==> src/rtl/txf_pkg.sv <==
package txf_pkg;

   typedef enum logic [2:0] {
      ST_IDLE = 3'd0,
      ST_WAIT = 3'd1,
      ST_SOF  = 3'd2,
      ST_DATA = 3'd3,
      ST_CRC  = 3'd4,
      ST_DONE = 3'd5
   } txf_state_e;

endpackage

==> src/rtl/txf_len_dec.sv <==
module txf_len_dec #(
   parameter int BYTE_W = 8,
   parameter int CNT_W  = 12,
   parameter int RES_W  = 3,
   localparam int BCNT_W = CNT_W + 1
) (
   input  logic [BYTE_W-1:0] len_a_i,
   input  logic [BYTE_W-1:0] len_b_i,
   output logic [BCNT_W-1:0] bytes_o,
   output logic              part_o,
   output logic [RES_W-1:0]  resid_o
);

   logic [CNT_W-1:0] whole;

   generate
      if (CNT_W != BYTE_W + 4) begin : g_bad_cnt
         $error("txf_len_dec: CNT_W must equal BYTE_W + 4");
      end
      if (RES_W + 1 > 4) begin : g_bad_res
         $error("txf_len_dec: residual field must fit bits 3:1");
      end
   endgenerate

   always_comb begin
      whole   = {len_a_i, len_b_i[BYTE_W-1:BYTE_W-4]};
      resid_o = len_b_i[RES_W:1];
      part_o  = len_b_i[0] && (resid_o != '0);
      bytes_o = BCNT_W'(whole) + BCNT_W'(part_o);
   end

endmodule

==> src/rtl/txf_crc.sv <==
module txf_crc #(
   parameter int          W    = 16,
   parameter logic [W-1:0] POLY = 16'h1021,
   parameter logic [W-1:0] INIT = 16'hFFFF,
   parameter bit          INV  = 1'b1
) (
   input  logic         clk_i,
   input  logic         rst_ni,
   input  logic         init_i,
   input  logic         en_i,
   input  logic         din_i,
   output logic [W-1:0] crc_o
);

   logic [W-1:0] crc_q;
   logic         fb;

   assign fb = crc_q[W-1] ^ din_i;

   always_ff @(posedge clk_i or negedge rst_ni) begin
      if (!rst_ni)      crc_q <= INIT;
      else if (init_i)  crc_q <= INIT;
      else if (en_i)    crc_q <= {crc_q[W-2:0], 1'b0} ^ (fb ? POLY : '0);
   end

   generate
      if (INV) begin : g_inv
         assign crc_o = ~crc_q;
      end else begin : g_plain
         assign crc_o = crc_q;
      end
   endgenerate

   // the register only moves when seeded or fed a payload bit
   a_r4_crc_frozen: assert property (@(posedge clk_i) disable iff (!rst_ni)
      (!init_i && !en_i) |=> $stable(crc_q));

endmodule

==> src/rtl/txf_wait_tmr.sv <==
module txf_wait_tmr #(
   parameter int DLY_W = 8
) (
   input  logic             clk_i,
   input  logic             rst_ni,
   input  logic             start_i,
   input  logic [DLY_W-1:0] limit_i,
   input  logic             tick_i,
   output logic             fire_o
);

   logic [DLY_W-1:0] cnt_q;

   generate
      if (DLY_W < 1) begin : g_bad_w
         $error("txf_wait_tmr: DLY_W must be at least 1");
      end
   endgenerate

   assign fire_o = tick_i && (cnt_q == DLY_W'(1));

   always_ff @(posedge clk_i or negedge rst_ni) begin
      if (!rst_ni)                     cnt_q <= '0;
      else if (start_i)                cnt_q <= limit_i;
      else if (tick_i && cnt_q != '0)  cnt_q <= cnt_q - DLY_W'(1);
   end

   // the count changes only on a start or a tick
   a_r7_hold: assert property (@(posedge clk_i) disable iff (!rst_ni)
      (!start_i && !tick_i) |=> $stable(cnt_q));
   // the wait ends once per start
   a_r7_fire_once: assert property (@(posedge clk_i) disable iff (!rst_ni)
      (fire_o && !start_i) |=> !fire_o);

endmodule

==> src/rtl/txframe_seq.sv <==
module txframe_seq #(
   parameter int           CNT_W    = 12,
   parameter int           RES_W    = 3,
   parameter int           DLY_W    = 8,
   parameter int           CRC_W    = 16,
   parameter logic [15:0]  CRC_POLY = 16'h1021,
   parameter logic [15:0]  CRC_INIT = 16'hFFFF,
   parameter bit           CRC_INV  = 1'b1
) (
   input  logic             clk_i,
   input  logic             rst_ni,
   input  logic [7:0]       len_a_i,
   input  logic [7:0]       len_b_i,
   input  logic [DLY_W-1:0] wait_i,
   input  logic             tick_i,
   input  logic             cmd_go_i,
   input  logic             cmd_crc_i,
   input  logic             cmd_dly_i,
   input  logic [7:0]       fifo_data_i,
   output logic             fifo_rd_o,
   output logic             bit_o,
   output logic             bit_vld_o,
   output logic             sof_o,
   output logic             done_irq_o
);
   import txf_pkg::*;

   localparam int BYTE_W = 1 << RES_W;
   localparam int BCNT_W = CNT_W + 1;
   localparam int BPOS_W = RES_W + 1;
   localparam int CIDX_W = $clog2(CRC_W);
   localparam logic [CIDX_W-1:0] CTOP = CIDX_W'(CRC_W - 1);

   generate
      if (BYTE_W != 8) begin : g_bad_byte
         $error("txframe_seq: RES_W must give 8-bit bytes");
      end
      if (CRC_W != 16) begin : g_bad_crc
         $error("txframe_seq: CRC_W must be 16");
      end
   endgenerate

   txf_state_e         state_q;
   logic [BCNT_W-1:0]  bcnt_q;
   logic [BPOS_W-1:0]  bpos_q;
   logic [CIDX_W-1:0]  cidx_q;
   logic [BYTE_W-1:0]  shreg_q;
   logic               part_q;
   logic [RES_W-1:0]   resid_q;
   logic               crc_en_q;

   logic [BCNT_W-1:0]  dec_bytes;
   logic               dec_part;
   logic [RES_W-1:0]   dec_resid;
   logic               accept, first, last_bit, tmr_fire;
   logic [BPOS_W-1:0]  cur_w;
   logic [CRC_W-1:0]   crc_val;

   txf_len_dec #(.BYTE_W(BYTE_W), .CNT_W(CNT_W), .RES_W(RES_W)) u_len (
      .len_a_i (len_a_i),
      .len_b_i (len_b_i),
      .bytes_o (dec_bytes),
      .part_o  (dec_part),
      .resid_o (dec_resid)
   );

   txf_wait_tmr #(.DLY_W(DLY_W)) u_tmr (
      .clk_i   (clk_i),
      .rst_ni  (rst_ni),
      .start_i (accept && cmd_dly_i),
      .limit_i (wait_i),
      .tick_i  (tick_i),
      .fire_o  (tmr_fire)
   );

   txf_crc #(.W(CRC_W), .POLY(CRC_POLY), .INIT(CRC_INIT), .INV(CRC_INV)) u_crc (
      .clk_i  (clk_i),
      .rst_ni (rst_ni),
      .init_i (accept),
      .en_i   (state_q == ST_DATA),
      .din_i  (bit_o),
      .crc_o  (crc_val)
   );

   always_comb begin
      accept    = (state_q == ST_IDLE) && cmd_go_i;
      first     = (bpos_q == '0);
      cur_w     = (bcnt_q == BCNT_W'(1) && part_q) ? {1'b0, resid_q} : BPOS_W'(BYTE_W);
      last_bit  = (bpos_q + BPOS_W'(1)) == cur_w;
      fifo_rd_o = (state_q == ST_DATA) && first;
      bit_vld_o = (state_q == ST_DATA) || (state_q == ST_CRC);
      sof_o     = (state_q == ST_SOF);
      done_irq_o = (state_q == ST_DONE);
      unique case (state_q)
         ST_DATA: bit_o = first ? fifo_data_i[BYTE_W-1] : shreg_q[BYTE_W-1];
         ST_CRC:  bit_o = crc_val[CTOP - cidx_q];
         default: bit_o = 1'b0;
      endcase
   end

   always_ff @(posedge clk_i or negedge rst_ni) begin
      if (!rst_ni) begin
         state_q  <= ST_IDLE;
         bcnt_q   <= '0;
         bpos_q   <= '0;
         cidx_q   <= '0;
         shreg_q  <= '0;
         part_q   <= 1'b0;
         resid_q  <= '0;
         crc_en_q <= 1'b0;
      end else begin
         unique case (state_q)
            ST_IDLE: if (accept) begin
               bcnt_q   <= dec_bytes;
               part_q   <= dec_part;
               resid_q  <= dec_resid;
               crc_en_q <= cmd_crc_i;
               bpos_q   <= '0;
               cidx_q   <= '0;
               state_q  <= (cmd_dly_i && wait_i != '0) ? ST_WAIT : ST_SOF;
            end
            ST_WAIT: if (tmr_fire) state_q <= ST_SOF;
            ST_SOF: begin
               if (bcnt_q != '0) state_q <= ST_DATA;
               else              state_q <= crc_en_q ? ST_CRC : ST_DONE;
            end
            ST_DATA: begin
               shreg_q <= first ? {fifo_data_i[BYTE_W-2:0], 1'b0}
                                : {shreg_q[BYTE_W-2:0], 1'b0};
               if (last_bit) begin
                  bpos_q <= '0;
                  bcnt_q <= bcnt_q - BCNT_W'(1);
                  if (bcnt_q == BCNT_W'(1)) state_q <= crc_en_q ? ST_CRC : ST_DONE;
               end else begin
                  bpos_q <= bpos_q + BPOS_W'(1);
               end
            end
            ST_CRC: begin
               cidx_q <= cidx_q + CIDX_W'(1);
               if (cidx_q == CTOP) state_q <= ST_DONE;
            end
            default: state_q <= ST_IDLE;
         endcase
      end
   end

   // start, bit and done strobes never overlap
   a_r8_excl: assert property (@(posedge clk_i) disable iff (!rst_ni)
      $onehot0({sof_o, bit_vld_o, done_irq_o}));
   // after the interrupt the block is quiet
   a_r8_then_idle: assert property (@(posedge clk_i) disable iff (!rst_ni)
      done_irq_o |=> !(sof_o || bit_vld_o || done_irq_o));
   // FIFO pops only happen while a bit goes out
   a_r2_pop_with_bit: assert property (@(posedge clk_i) disable iff (!rst_ni)
      fifo_rd_o |-> bit_vld_o);
   // the start strobe is followed by a bit or the end
   a_r6_sof_next: assert property (@(posedge clk_i) disable iff (!rst_ni)
      sof_o |=> (bit_vld_o || done_irq_o));
   // the bit stream ends only into the interrupt
   a_r10_no_gap: assert property (@(posedge clk_i) disable iff (!rst_ni)
      bit_vld_o |=> (bit_vld_o || done_irq_o));

endmodule

==> config.mk <==
export PLATFORM = sky130hd
export DESIGN_NAME = txframe_seq
export DESIGN_NICKNAME = d
export VERILOG_FILES = /design/src/rtl/txf_pkg.sv /design/src/rtl/txf_len_dec.sv /design/src/rtl/txf_crc.sv /design/src/rtl/txf_wait_tmr.sv /design/src/rtl/txframe_seq.sv
export SDC_FILE = /design/constraint.sdc
export NUM_CORES = 1
export LEC_CHECK = 0
export ABC_AREA = 1
export BUFFER_PORTS_ARGS = -buffer_cell sky130_fd_sc_hd__buf_4
export CAP_MARGIN = 20
export CORE_MARGIN = 4
export CORE_UTILIZATION = 55
export CTS_BUF_LIST = sky130_fd_sc_hd__clkbuf_4 sky130_fd_sc_hd__clkbuf_8
export CTS_CLUSTER_SIZE = 20
export DETAILED_ROUTE_END_ITERATION = 6
export PLACE_DENSITY = 0.88
export SLEW_MARGIN = 40
export SYNTH_ARGS = -nofsm -noshare
export SYNTH_HDL_FRONTEND = slang
export SYNTH_SLANG_ARGS = --single-unit
==> constraint.sdc <==
create_clock -name clk_i -period 1.72 [get_ports clk_i]
set_input_delay 0.344 -clock clk_i [delete_from_list [all_inputs] [get_ports clk_i]]
set_output_delay 0.344 -clock clk_i [all_outputs]
set_load 0.005 [all_outputs]
==> metrics.txt, run 1 <==
clk buf depth 2; TritonRoute pass-1 iters 7; Crit path required time 1.96 ns; gr ovfl total 0; top cells by area, synth dfrtp_1 29%, nand2_1 12%, dfstp_2 11%; worst flop-to-flop path endpoint bcnt_q[4]; kind of critical path reg -> reg; Mapped Area 3830 um^2; initial drt markers 539; Post-Syn Nets 569; io pins 43; DRT Wirelength 15.3 mm; critical path launch point bcnt_q[1]; worst vdd rail ir drop 0.00110 V; sequential element share of the synthesized area 39.8%; Synth top cells by count 118 x nand2_1, 78 x inv_1, 60 x nand3_1; CP arrival 2.40 ns; core area 6790 um^2; Post-synth EDFFs 0; Yosys top cell by area dfrtp_1; FFs w/ async S/R, synth 100%; fin crit period 2.16 ns; die width 91.4 um; violations in the final reports setup timing; Tightest Hold Check Type in -> reg; share of layout cells above drive strength 1 40.7%; setup TNS -9.29 ns; Slew headroom 73.6%; YS warnings 0; crit share post-route 126%; wire length of the first global-routing pass 20.8 mm; Reg2Reg Setup Slack -0.44 ns; PD cells 1790 nW/um^2; Static Leak 2.82 nW; CTS H-Tree Depth 3; CTS buffer count 9; worst skew pair latency 0.35 ns; Place WS -0.342 ns; antenna violations before repair 0; vias per inst 6.41; # placed instances 708; CP Max Fanout 7; Cell variety after synth 40; Avg Synthesized Cell Area 7.36 um^2; final RePlAce weighted congestion 0.888; Worst Hold End crc_en_q; clk slew on worst S/H paths 0.07 ns; DIE AREA 8350 um^2; worst setup margin -0.440 ns; DP Wirelength 7.53 mm; drt wl/cell 20.3 um; total power 10.0 mW; Hold Startpoint cmd_crc_i; endpoints failing setup 31; fillers 348; Worst Skew 0.0108 ns; vias 4823; status finished, violations left; root buf cell clkbuf_8; CTS sink cnt 60; Antenna diodes 0; worst-margin pin slew 0.391 ns; Synth top area share 28.8%; CP Capture Type flop; most frequent cell after synthesis nand2_1; number of global-route vias before repair 4466; Die Height 91.4 um; Final nets 700; port bufs 42; Initial Utilization 56.3%; Startpoint Class flop; Post-DRT Antenna Nets 0; GRT Total Usage 31.0%; worst hold path depth 3; endpoints failing hold 0; CTS tree yes; largest net degree at the start of global routing 37; Rows 30; Synth Register Bits 60; R2R Path Start bcnt_q[1]; Remaining DRCs 0; Top FF cell, synth dfrtp_1; RSZ-0062 raised after global routing true; synth-to-layout area growth 46.5%; Max Fclk 463 MHz; Reg2Reg Depth 12; MaxCap Viol Count 0; Final Non-Filler Cells 752; Post-Syn Instances 520; Final Max Tran Viols 0
==> worst max-delay path, cell delays in order (launching register included) <==
cell and delay (ns):
dfrtp_1 0.39, inv_2 0.07, ha_1 0.18, inv_1 0.11, nor3_2 0.23, nand4_1 0.21, nand2_2 0.15, nand3_4 0.11
o21ai_4 0.22, buf_6 0.15, nand2_8 0.09, nand2_2 0.08, nand2_1 0.07
==> cells in the final DEF (no fill, tap or decap), drive strengths merged, types with 2 or more instances in the layout <==
cell    netlist  final
buf           4    131
nand2       124    125
inv          80     80
nand3        61     61
nor2         45     45
dfrtp        44     44
o21ai        42     42
dfstp        16     16
xor2         13     13
a22oi        13     13
clkbuf        9     12
ha           11     11
a21oi        10     10
nand4         9      9
o22ai         8      8
nor3          7      7
o31ai         4      4
a31oi         4      4
xnor2         3      3
clkinv        1      3
o221ai        2      2
a31o          2      2
o311ai        2      2
==> cell type report <==
cell class	count	area (um^2)	share of cell area [%]
clock buffer	12	159	2.83
multi-input combinational	367	2360	42.1
timing repair buffer	132	1080	19.2
sequential	60	1520	27.2
inverter	81	317	5.65
tap	96	120	2.14
clock inverter	4	47.5	0.848
==> through the flow <==
step	instance area [um^2]	utilization (%)	hold WS, ns
6_report	5610	82.5	0.214
5_1_grt	5610	82.5	0.228
4_1_cts	5280	77.8	0.192
3_5_place_dp	4710	69.3	0.273
3_3_place_gp	4710	69.3	0.270
2_1_floorplan	3850	-	0.0484
==> routing by layer <==
layer  global-route usage (%)  vias up  part of all wire, %
met5                        0        -                    0
li1                         -     1989                    -
met3                     8.29      179                   11
met2                     52.2      483                   45
met1                     34.7     2172                   34
met4                     19.2        0                  9.8
==> logic make-up after synthesis <==
family	count (synthesis)	synth area share [%]
buf+inv	94	9.65
fa+ha+maj	11	3.60
xor+xnor	16	3.66
flops	60	39.8
compound gates	91	14.7
simple gates	248	28.6
==> flip-flops by register name, indices dropped and copies added, names as in the netlist, 3 cells and up <==
name         count
u_crc.crc_q     16
bpos_q           4
shreg_q          7
bcnt_q          13
u_tmr.cnt_q      8
cidx_q           4
resid_q          3
state_q          3
==> power breakdown <==
part	switching (mW)	internal, mW
logic	3.63	2.42
clock network	0.601	0.760
registers	0.557	2.06
==> worst max path at each step <==
| stage | endpoint | slack, ns | cells after the start |
|---|---|---|---|
| after global routing | bcnt_q[2] | -0.50 | 12 |
| after global placement | bcnt_q[10] | -0.29 | 12 |
| after floorplan | bcnt_q[3] | -0.07 | 13 |
| after CTS | bit_o | -0.20 | 10 |
| after detailed placement | bcnt_q[10] | -0.34 | 12 |
| final | bcnt_q[4] | -0.44 | 12 |
==> timing repair <==
action                                 CTS  global route
setup endpoints to repair               39            44
endpoints found under the hold margin   24             0
hold buffers                             1             0
pin swaps                               29            25
buffers inserted                        16            11
gates cloned                             3             0
resized for setup                       61            61
No activity file was read; power rests on OpenSTA's default activity.
==> run 2, diff against run 1 <==
CTS_BUF_LIST = sky130_fd_sc_hd__clkbuf_2   (was sky130_fd_sc_hd__clkbuf_4 sky130_fd_sc_hd__clkbuf_8)
clock period = 1.9 ns   (was 1.72 ns; I/O delays follow)
==> metrics.txt, run 2 (synthesized netlist as in run 1, its figures left out) <==
CTS buffer count 9; Most flops, register u_crc.crc_q; number of global-route vias before repair 4043; Worst Skew 0.0319 ns; core area 6790 um^2; CTS tree yes; GRT Total Usage 29.0%; clk slew on worst S/H paths 0.20 ns; PD cells 1480 nW/um^2; CTS H-Tree Depth 3; worst skew pair latency 0.51 ns; kind of critical path reg -> out; critical path's largest stage delay 0.53 ns; io pins 43; endpoints failing hold 0; initial drt markers 360; crit share post-route 119%; root buf cell clkbuf_2; Rows 30; synth-to-layout area growth 42.3%; TritonRoute pass-1 iters 6; endpoints failing setup 21; Final Max Tran Viols 0; worst-margin pin slew 0.495 ns; Reg2Reg Setup Slack -0.36 ns; Final nets 689; Max Fclk 442 MHz; die width 91.4 um; CP Max Fanout 5; worst setup margin -0.363 ns; Largest regs u_crc.crc_q: 16 flops, bcnt_q: 13 flops, u_tmr.cnt_q: 8 flops; Post-DRT Antenna Nets 0; largest net degree at the start of global routing 61; clk buf depth 2; CP arrival 1.88 ns; vias 4365; Clock power frac 10.1%; Die Height 91.4 um; most frequent cells in the layout 101 x nand2_1, 99 x buf_4, 72 x inv_1; vias per inst 5.89; status finished, violations left; Crit path required time 1.52 ns; dpl cell area 4500 um^2; port bufs 42; Initial Utilization 56.3%; Static Leak 2.77 nW; Internal 4.21 mW; Seq pwr share 29.8%; share of layout cells above drive strength 1 37.8%; antenna violations before repair 0; DIE AREA 8350 um^2; Remaining DRCs 0; RSZ-0062 raised after global routing true; wire length of the first global-routing pass 19.4 mm; CP Capture Type output port; CP cell instances buf_6 > nand2_4 > nand3_2 > nand3_2 > nand2_1 > nand2_2 > nand3_4 > nand2_4 > buf_6; Tightest Hold Check Type in -> reg; sw frac 47.7%; Gate power share 60.0%; CTS sink cnt 60; final RePlAce weighted congestion 0.857; violations in the final reports setup timing; Final Util 80.1%; gr ovfl total 0; commonest non-fill, non-tap cell in the layout nand2_1; DP Wirelength 6.98 mm; Crit-path slowest cell dfrtp_2; max reg flops 16; fin crit period 2.26 ns; net switching power 3.85 mW; Startpoint Class flop; worst vdd rail ir drop 0.000703 V; MaxCap Viol Count 0; Antenna diodes 0; drt wl/cell 17.5 um; final instance area 5440 um^2; Slew headroom 67.0%; DRT Wirelength 13.0 mm
[run 2: critical path: cells and delay by family (launching register included)]
| kind | cells | cell delay, ns |
|---|---|---|
| and+or+nand+nor | 7 | 0.58 |
| DFF | 1 | 0.53 |
| buffers and inverters | 2 | 0.25 |
[run 2: metal layers]
metal | up-vias | share of wire (%) | track usage (%)
met5 | - | 0 | 0
met4 | 0 | 5.8 | 16.7
met3 | 81 | 8.8 | 5.47
li1 | 1957 | - | -
met1 | 2002 | 36 | 35.3
met2 | 325 | 49 | 47.7
[run 2: repair_timing]
action                                 CTS  global route
endpoints found under the hold margin   44             0
pin swaps                               24            18
buffers inserted                        32            10
cloned                                   2             1
setup endpoints to repair               17            41
hold buffers                             1             0
gates resized for setup                 57            62
[run 2: area by class of cell]
cell class,instances,area (um^2)
inverters,81,315
clock buffers,13,65.1
fillers,397,1350
clock inverters,3,40.0
flip-flops and latches,60,1530
well taps,96,120
repair buffers,120,1010
multi-input cells,367,2360
repair inverters,1,6.26
[run 2: power by group through the flow]
| stage | clock network, mW | registers [mW] | logic [mW] |
|---|---|---|---|
| after global routing | 0.863 | 2.45 | 5.23 |
| after floorplan | 0 | 2.20 | 2.19 |
| final | 0.816 | 2.40 | 4.84 |
| after CTS | 0.803 | 2.28 | 4.02 |
| after detailed placement | 0 | 2.29 | 3.30 |
| after global placement | 0 | 2.26 | 3.16 |
[run 2: worst paths after layout]
check	start	end	cells after the start
min in group asynchronous	rst_ni	shreg_q[2]	2
setup reg to reg	cidx_q[0]	state_q[0]	10
hold / removal	cmd_crc_i	crc_en_q	3
max in group asynchronous	rst_ni	u_crc.crc_q[12]	3
hold reg to reg	u_crc.crc_q[6]	u_crc.crc_q[6]	2
setup / recovery	cidx_q[0]	bit_o	9
[run 2: metrics by stage]
step | hold WS, ns | std cells | TNS [ns] | worst slack [ns] | power, mW
2_1_floorplan | 0.0844 | 520 | 0 | 0.0110 | 4.39
3_3_place_gp | 0.475 | 686 | -0.673 | -0.246 | 5.42
3_5_place_dp | 0.482 | 686 | -1.17 | -0.298 | 5.59
4_1_cts | 0.0554 | 735 | -0.930 | -0.259 | 7.11
5_1_grt | 0.0649 | 741 | -4.65 | -0.448 | 8.54
6_report | 0.0753 | 741 | -2.96 | -0.363 | 8.06
